**src/rtl/pwmcap_pkg.sv**
```systemverilog
package pwmcap_pkg;
  localparam int CODE_W = 9;
  localparam int CODE_MAX = (1 << CODE_W) - 1;
  typedef logic [CODE_W-1:0] code_t;

  // Standby cutoff: 1.5 % of full scale, rounded up to a whole code.
  localparam int STBY_CODE = (15 * (1 << CODE_W) + 999) / 1000;

  // Floor code for the 2-bit selection, percent rounded to nearest code.
  function automatic code_t floor_code(input logic [1:0] sel);
    int pct;
    case (sel)
      2'd1:    pct = 5;
      2'd2:    pct = 10;
      2'd3:    pct = 13;
      default: pct = 0;
    endcase
    return code_t'((pct * (1 << CODE_W) + 50) / 100);
  endfunction
endpackage

```
**src/rtl/pwmcap_meas.sv**
```systemverilog
module pwmcap_meas #(
  parameter int TIMEOUT = 6666,
  parameter int CNT_W   = $clog2(TIMEOUT + 1)
) (
  input  logic             clk,
  input  logic             rst,
  input  logic             clr,
  input  logic             pwm_in,
  output logic             div_go,
  output logic [CNT_W-1:0] hi_o,
  output logic [CNT_W-1:0] per_o,
  output logic             frc_v,
  output logic             frc_hi
);
  logic             pwm_d;
  logic             armed;
  logic [CNT_W-1:0] per_cnt;
  logic [CNT_W-1:0] hi_cnt;
  logic             rise;

  assign rise = pwm_in & ~pwm_d;

  always_ff @(posedge clk) begin
    if (rst || clr) begin
      pwm_d   <= 1'b0;
      armed   <= 1'b0;
      per_cnt <= '0;
      hi_cnt  <= '0;
      div_go  <= 1'b0;
      hi_o    <= '0;
      per_o   <= '0;
      frc_v   <= 1'b0;
      frc_hi  <= 1'b0;
    end else begin
      pwm_d  <= pwm_in;
      div_go <= 1'b0;
      frc_v  <= 1'b0;
      if (rise) begin
        if (armed) begin
          div_go <= 1'b1;
          hi_o   <= hi_cnt;
          per_o  <= per_cnt;
        end
        armed   <= 1'b1;
        per_cnt <= CNT_W'(1);
        hi_cnt  <= CNT_W'(1);
      end else if (per_cnt >= CNT_W'(TIMEOUT)) begin
        frc_v   <= 1'b1;
        frc_hi  <= pwm_in;
        armed   <= 1'b0;
        per_cnt <= CNT_W'(1);
        hi_cnt  <= {{(CNT_W-1){1'b0}}, pwm_in};
      end else begin
        per_cnt <= per_cnt + CNT_W'(1);
        if (pwm_in) hi_cnt <= hi_cnt + CNT_W'(1);
      end
    end
  end
endmodule

```
**src/rtl/pwmcap_div.sv**
```systemverilog
module pwmcap_div
  import pwmcap_pkg::*;
#(
  parameter int CNT_W = 13
) (
  input  logic             clk,
  input  logic             rst,
  input  logic             clr,
  input  logic             go,
  input  logic [CNT_W-1:0] num,
  input  logic [CNT_W-1:0] den,
  output logic             done,
  output code_t            q
);
  localparam int STEPS = CODE_W + 1;
  localparam int SC_W  = $clog2(STEPS + 1);

  logic [CNT_W:0]   rem;
  logic [CNT_W:0]   dif;
  logic [CNT_W-1:0] den_q;
  logic [STEPS-1:0] quo;
  logic [SC_W-1:0]  cnt;
  logic             busy;
  logic             ge;

  always_comb begin
    ge  = rem >= {1'b0, den_q};
    dif = ge ? (rem - {1'b0, den_q}) : rem;
  end

  always_ff @(posedge clk) begin
    if (rst || clr) begin
      rem   <= '0;
      den_q <= '0;
      quo   <= '0;
      cnt   <= '0;
      busy  <= 1'b0;
      done  <= 1'b0;
    end else begin
      done <= 1'b0;
      if (go && !busy) begin
        rem   <= {1'b0, num};
        den_q <= den;
        quo   <= '0;
        cnt   <= SC_W'(STEPS);
        busy  <= 1'b1;
      end else if (busy) begin
        quo <= {quo[STEPS-2:0], ge};
        rem <= dif << 1;
        cnt <= cnt - SC_W'(1);
        if (cnt == SC_W'(1)) begin
          busy <= 1'b0;
          done <= 1'b1;
        end
      end
    end
  end

  assign q = quo[STEPS-1] ? code_t'(CODE_MAX) : quo[CODE_W-1:0];
endmodule

```
**src/rtl/pwmcap_lpf.sv**
```systemverilog
module pwmcap_lpf
  import pwmcap_pkg::*;
#(
  parameter int SHIFT = 8,
  parameter int TICK  = 15625
) (
  input  logic  clk,
  input  logic  rst,
  input  logic  clr,
  input  code_t tgt,
  output code_t y
);
  localparam int ACC_W = CODE_W + SHIFT;
  localparam int TW    = $clog2(TICK + 1);

  logic [ACC_W-1:0] acc;
  logic [ACC_W-1:0] tgt_sc;
  logic [ACC_W-1:0] gap;
  logic [ACC_W-1:0] stp;
  logic [ACC_W-1:0] acc_n;
  logic             up;
  logic [TW-1:0]    tcnt;

  always_comb begin
    tgt_sc = {tgt, {SHIFT{1'b0}}};
    up     = tgt_sc > acc;
    gap    = up ? (tgt_sc - acc) : (acc - tgt_sc);
    stp    = gap >> SHIFT;
    if (stp == '0 && gap != '0) stp = ACC_W'(1);
    acc_n  = up ? (acc + stp) : (acc - stp);
  end

  always_ff @(posedge clk) begin
    if (rst || clr) begin
      acc  <= '0;
      tcnt <= '0;
    end else if (tcnt == TW'(TICK - 1)) begin
      tcnt <= '0;
      acc  <= acc_n;
    end else begin
      tcnt <= tcnt + TW'(1);
    end
  end

  assign y = acc[ACC_W-1:SHIFT];
endmodule

```
**src/rtl/pwmcap_top.sv**
```systemverilog
module pwmcap_top
  import pwmcap_pkg::*;
#(
  parameter int CLK_HZ     = 50_000_000,
  parameter int TAU_US     = 80_000,
  parameter int FILT_SHIFT = 8,
  parameter int MIN_PWM_HZ = 15_000,
  parameter int SLEEP_US   = 500
) (
  input  logic       clk,
  input  logic       rst,
  input  logic       pwm_in,
  input  logic [1:0] min_duty_sel,
  input  logic       sleep_en,
  output logic [8:0] amp_cmd,
  output logic       standby,
  output logic       sleep
);
  localparam int CYC_US    = CLK_HZ / 1_000_000;
  localparam int TICK_RAW  = (CYC_US * TAU_US) >> FILT_SHIFT;
  localparam int TICK      = (TICK_RAW < 1) ? 1 : TICK_RAW;
  localparam int TIMEOUT   = 2 * CLK_HZ / MIN_PWM_HZ;
  localparam int CNT_W     = $clog2(TIMEOUT + 1);
  localparam int SLEEP_CYC = CYC_US * SLEEP_US;
  localparam int SLP_W     = $clog2(SLEEP_CYC + 1);

  logic             meas_clr;
  logic             div_go;
  logic [CNT_W-1:0] hi_w;
  logic [CNT_W-1:0] per_w;
  logic             frc_v;
  logic             frc_hi;
  logic             div_done;
  code_t            div_q;
  code_t            filt_y;

  logic [SLP_W-1:0] low_cnt;
  logic             sleep_q;
  logic             stby_q;
  code_t            duty_q;
  code_t            amp_q;

  logic             sleep_set;
  logic             new_v;
  code_t            new_code;
  logic             stby_d;
  code_t            duty_d;
  code_t            floor_v;
  code_t            amp_d;

  pwmcap_meas #(.TIMEOUT(TIMEOUT), .CNT_W(CNT_W)) u_meas (
    .clk(clk), .rst(rst), .clr(meas_clr), .pwm_in(pwm_in),
    .div_go(div_go), .hi_o(hi_w), .per_o(per_w),
    .frc_v(frc_v), .frc_hi(frc_hi)
  );

  pwmcap_div #(.CNT_W(CNT_W)) u_div (
    .clk(clk), .rst(rst), .clr(meas_clr), .go(div_go),
    .num(hi_w), .den(per_w), .done(div_done), .q(div_q)
  );

  pwmcap_lpf #(.SHIFT(FILT_SHIFT), .TICK(TICK)) u_lpf (
    .clk(clk), .rst(rst), .clr(stby_d), .tgt(duty_q), .y(filt_y)
  );

  always_comb begin
    sleep_set = sleep_en && !pwm_in && !sleep_q &&
                (low_cnt >= SLP_W'(SLEEP_CYC - 1));
    meas_clr  = sleep_q || sleep_set;
    new_v     = div_done || frc_v;
    new_code  = frc_v ? (frc_hi ? code_t'(CODE_MAX) : '0) : div_q;
    stby_d    = stby_q;
    duty_d    = duty_q;
    if (sleep_set || sleep_q) begin
      stby_d = 1'b1;
      duty_d = '0;
    end else if (new_v) begin
      stby_d = new_code < code_t'(STBY_CODE);
      duty_d = new_code;
    end
    floor_v = floor_code(min_duty_sel);
    if (stby_d)             amp_d = '0;
    else if (filt_y > floor_v) amp_d = filt_y;
    else                    amp_d = floor_v;
  end

  always_ff @(posedge clk) begin
    if (rst) begin
      low_cnt <= '0;
      sleep_q <= 1'b0;
      stby_q  <= 1'b1;
      duty_q  <= '0;
      amp_q   <= '0;
    end else begin
      if (pwm_in) low_cnt <= '0;
      else if (low_cnt != SLP_W'(SLEEP_CYC)) low_cnt <= low_cnt + SLP_W'(1);
      if (sleep_set) sleep_q <= 1'b1;
      else if (sleep_q && pwm_in) sleep_q <= 1'b0;
      stby_q <= stby_d;
      duty_q <= duty_d;
      amp_q  <= amp_d;
    end
  end

  assign amp_cmd = amp_q;
  assign standby = stby_q;
  assign sleep   = sleep_q;
endmodule

```
**config.mk**
```make
export PLATFORM = sky130hd
export DESIGN_NAME = pwmcap_top
export DESIGN_NICKNAME = d
export VERILOG_FILES = /design/src/rtl/pwmcap_pkg.sv /design/src/rtl/pwmcap_meas.sv /design/src/rtl/pwmcap_div.sv /design/src/rtl/pwmcap_lpf.sv /design/src/rtl/pwmcap_top.sv
export SDC_FILE = /design/constraint.sdc
export NUM_CORES = 1
export LEC_CHECK = 0
export BUFFER_PORTS_ARGS = -buffer_cell sky130_fd_sc_hd__buf_2
export CAP_MARGIN = 25
export CORE_UTILIZATION = 39
export DETAILED_ROUTE_END_ITERATION = 8
export PLACE_DENSITY = 0.58
export SLEW_MARGIN = 20
export SYNTH_ARGS = -nofsm -noshare
export SYNTH_HDL_FRONTEND = slang
export SYNTH_SLANG_ARGS = --single-unit
```
**constraint.sdc**
```tcl
create_clock -name clk -period 7.5 [get_ports clk]
set_input_delay 0.375 -clock clk [delete_from_list [all_inputs] [get_ports clk]]
set_output_delay 0.375 -clock clk [all_outputs]
set_load 0.01 [all_outputs]
```
==> impl_results.md <==
* Post-Syn Area at approximately 0.0095 mm^2
* Setup TNS at 0 ps
* Crit. End Element: flop
* Clock root buffer: clkbuf_16
* TritonCTS Buffers at 17
* Slew @ Worst Pin at about 980 ps
* DP HPWL at 15600 um
* H-tree levels at 4
* Fin crit share at around nine tenths
* Crit-path max cell delay at 580 ps
* Vias in the first global route at 7469
* Core Region at ~0.024 mm^2
* Clock buffer depth at 2
* WL per Instance at approximately 14 um
* Syn Inst Count at 1187
* Worst min-delay path startpoint: pwm_in
* Most numerous cell on the critical path: ha_1
* Reg2Reg Capture Point: u_lpf.acc[15]
* Antenna-violating nets left at 0
* Highest metal used: met4
* IO buf count at 16
* Chip height at 158 um
* Crit start category: flop
* CP Buf/Inv Count at 3
* Via/cell ratio at 5.28
* Worst-path clk slew at around 70 ps
* GPL Wtd Cong at 0.893
* Via count at 8000
* Average size of a mapped cell at between 8 and 9 um^2
* Number of setup buffers added after CTS at 0
* Ant diodes at 0
* Syn_nets at approximately 1300
* Cells after DPL at around 1500
* Warnings, synthesis at 0
* Status: completed
* Ys async rst share at 0%
* Most used DFF post-synth: dfxtp_1
* Layout area overhead at 10.6%
* Max VDD drop at 0.116 mV
* Finished Layout Cells at 1516
* Met3 routed WL at ~840 um
* Remaining global-route overflow at 0
* Slew Limit Headroom at a little over a third
* Total Routed Length at 21900 um
* Reg2reg start: u_lpf.acc[11]
* WL met2 at a little over 10000 um
* Remaining DRCs at 0
* Pins over their slew limit at 0
* Layout cells sized above 1 at about 7.6%
* RSZ-0062 raised after global routing: false
* Die W at 158 um
* Yosys reg bits at ~170
* Post-synth EDFFs at 0
* Fmax at roughly 150 MHz
* Crit path time final at about 6700 ps
* Met1 wire length at about 11000 um
* Hold Crit Depth at 2
* Max-cap viol count at 0
* Global-route wire length before repair at 36900 um
* Clock skew at ~15 ps
* Largest net degree at the start of global routing at 64
* Net count, final at between 1000 and 1500
* CP Cell Sequence: inv_1 -> ha_1 -> inv_1 -> o31ai_1 -> o211ai_2 -> a21oi_4 -> clkinv_8 -> a31oi_1 -> xnor2_1 -> nand2_1 -> nor4_4 -> a31oi_1 -> ha_1 -> a21oi_1 -> ha_1 -> nor2b_1 -> o21a_1 -> o21ai_0 -> a211oi_1 -> o31ai_1 -> a211oi_1 -> or4_1 -> nand3_1 -> a21oi_1
* Hold buffers post-CTS at 0
* Worst path slowest cell: a21oi_4
* Leak at 3.82 nW
* Power Density at 187 mW/mm^2
* # fillers at about 2400
* Worst Path Max Fanout at 18
* Final setup violating endpoints at 0
* Total track usage at between 10% and 20%
* Crit path max-delay family: compound AO/OA/AOI/OAI gates
* CTS tree: yes
* Initial antenna violation count at 0
* Reg2reg setup slack at around 840 ps
* Critical path class: reg2reg
* CP arrival at 6960 ps
* Post-synthesis sequential area ratio at around a third
* Hold Vio Cnt, Final at 0
* DIE AREA at roughly 0.025 mm^2
* Initial core utilization at between 40 and 50%
* # rows at 56
* Post_cts resized at 0
* Drt first pass iters at 5
* Io pins at 17
* Clock sinks at approximately 170
* Clk_lat worst skew at 440 ps
* Unique masters post-synth at 73
* Worst hold path type: in2reg
* Reg2Reg Depth at 24
* Sink of the worst hold path: u_meas.pwm_d
* CP required at 7810 ps
* 1st-iter DRT viols at 494
## synthesized netlist by cell type, drive strengths merged, types with 3 or more instances
cell | number | share of area, %
a21o | 6 | 0.47
nor4 | 10 | 0.97
a41o | 4 | 0.42
or2 | 11 | 0.75
o31ai | 4 | 0.37
nand4 | 15 | 0.98
o21ai | 43 | 2.3
buf | 4 | 0.26
a21boi | 3 | 0.24
dfxtp | 166 | 35
mux2 | 8 | 0.94
or4 | 4 | 0.39
nand2b | 9 | 0.59
nor3 | 33 | 1.7
a211oi | 16 | 1.3
ha | 71 | 9.3
nor4b | 5 | 0.52
clkbuf | 44 | 1.7
and3 | 14 | 0.97
nor2 | 145 | 5.7
mux2i | 31 | 3.3
a31oi | 8 | 0.52
and2 | 6 | 0.42
inv | 62 | 2.4
nand3 | 38 | 2.0
o21bai | 3 | 0.24
nand2 | 141 | 5.5
fa | 3 | 0.63
a21oi | 124 | 6.6
xnor2 | 28 | 2.6
or3 | 10 | 0.66
xor2 | 47 | 4.3
o211ai | 5 | 0.45
o21a | 17 | 1.3
nor2b | 15 | 0.98
o31a | 5 | 0.46
## where the power goes
part           internal (mW)  switching (mW)
clock network          0.545           0.398
logic                 0.0534          0.0749
registers              0.889         0.00826
total                   1.49           0.481
## cells in the final DEF (no fill, tap or decap), types with 3 or more instances in the layout
master     count
mux2i_1       31
nor4b_1        4
o31a_1         5
inv_1         62
or2_2          9
o21bai_1       3
nand2_1      141
a21oi_1      123
nor4_1         8
or3_1         10
a21boi_0       3
o21ai_1        4
inv_6          4
o31ai_1        3
nand3_1       38
nand2b_1       8
a211oi_1      16
and2_1         5
buf_4          8
ha_1          71
o211ai_1       4
a31oi_1        8
nor2_1       145
nand4_1       15
xnor2_1       28
o21a_1        17
xor2_1        47
and3_1        13
buf_2         16
dfxtp_1      166
bufinv_16      3
o21ai_0       38
mux2_2         8
clkbuf_16     17
nor3_1        33
nor2b_1       15
a21o_1         6
fa_1           3
a41o_1         4
## final cells by class
type,instances,area [um^2],area share [%]
Clock inverter,13,186,1.77
Tap cell,319,399,3.78
Multi-Input combinational cell,909,5780,54.7
Inverter,64,253,2.40
Timing Repair Buffer,26,170,1.61
Sequential cell,166,3320,31.5
Clock buffer,19,443,4.20
## sequential cells by signal (all words and copies together), names as in the netlist, 4 cells and up
signal	flops
u_meas.per_o	13
u_div.den_q	13
u_div.rem	14
u_div.cnt	4
amp_cmd	9
duty_q	9
u_lpf.tcnt	14
low_cnt	15
u_meas.hi_o	13
u_div.quo	10
u_meas.hi_cnt	13
u_lpf.acc	17
u_meas.per_cnt	13
## worst max path at each step
stage,start,end,slack [ps],cells past startpoint
floorplan,u_lpf.acc[10],u_lpf.acc[15],1990,25
global placement,u_lpf.acc[11],u_lpf.acc[15],1140,24
detailed placement,u_lpf.acc[11],u_lpf.acc[15],940,24
CTS,u_lpf.acc[11],u_lpf.acc[15],910,24
global route,u_lpf.acc[10],u_lpf.acc[15],280,24
finish,u_lpf.acc[11],u_lpf.acc[15],840,24
## per-layer routing
layer,global-route usage [%],vias to the layer above
li1,-,4103
met5,0,-
met1,24.6,3718
met3,3.40,21
met4,5.04,0
met2,30.5,158
## stage by stage
step	util [%]	power, mW	setup slack [ps]	area, um^2	hold WS (ps)
2_1_floorplan	-	1.02	1990	9540	430
3_3_place_gp	41.6	1.04	1140	9880	444
3_5_place_dp	41.6	1.04	941	9880	447
4_1_cts	44.3	1.99	910	10500	315
5_1_grt	44.4	2.04	283	10600	331
6_report	44.4	1.97	843	10600	340
## cell families after synthesis
kind of cell | share of synthesized area (%)
buf+inv | 4.64
simple gates | 22.7
flops | 34.8
xor+xnor | 6.89
mux | 4.20
compound gates | 16.7
fa+ha+maj | 9.94
(Power assumes the default switching activity.)
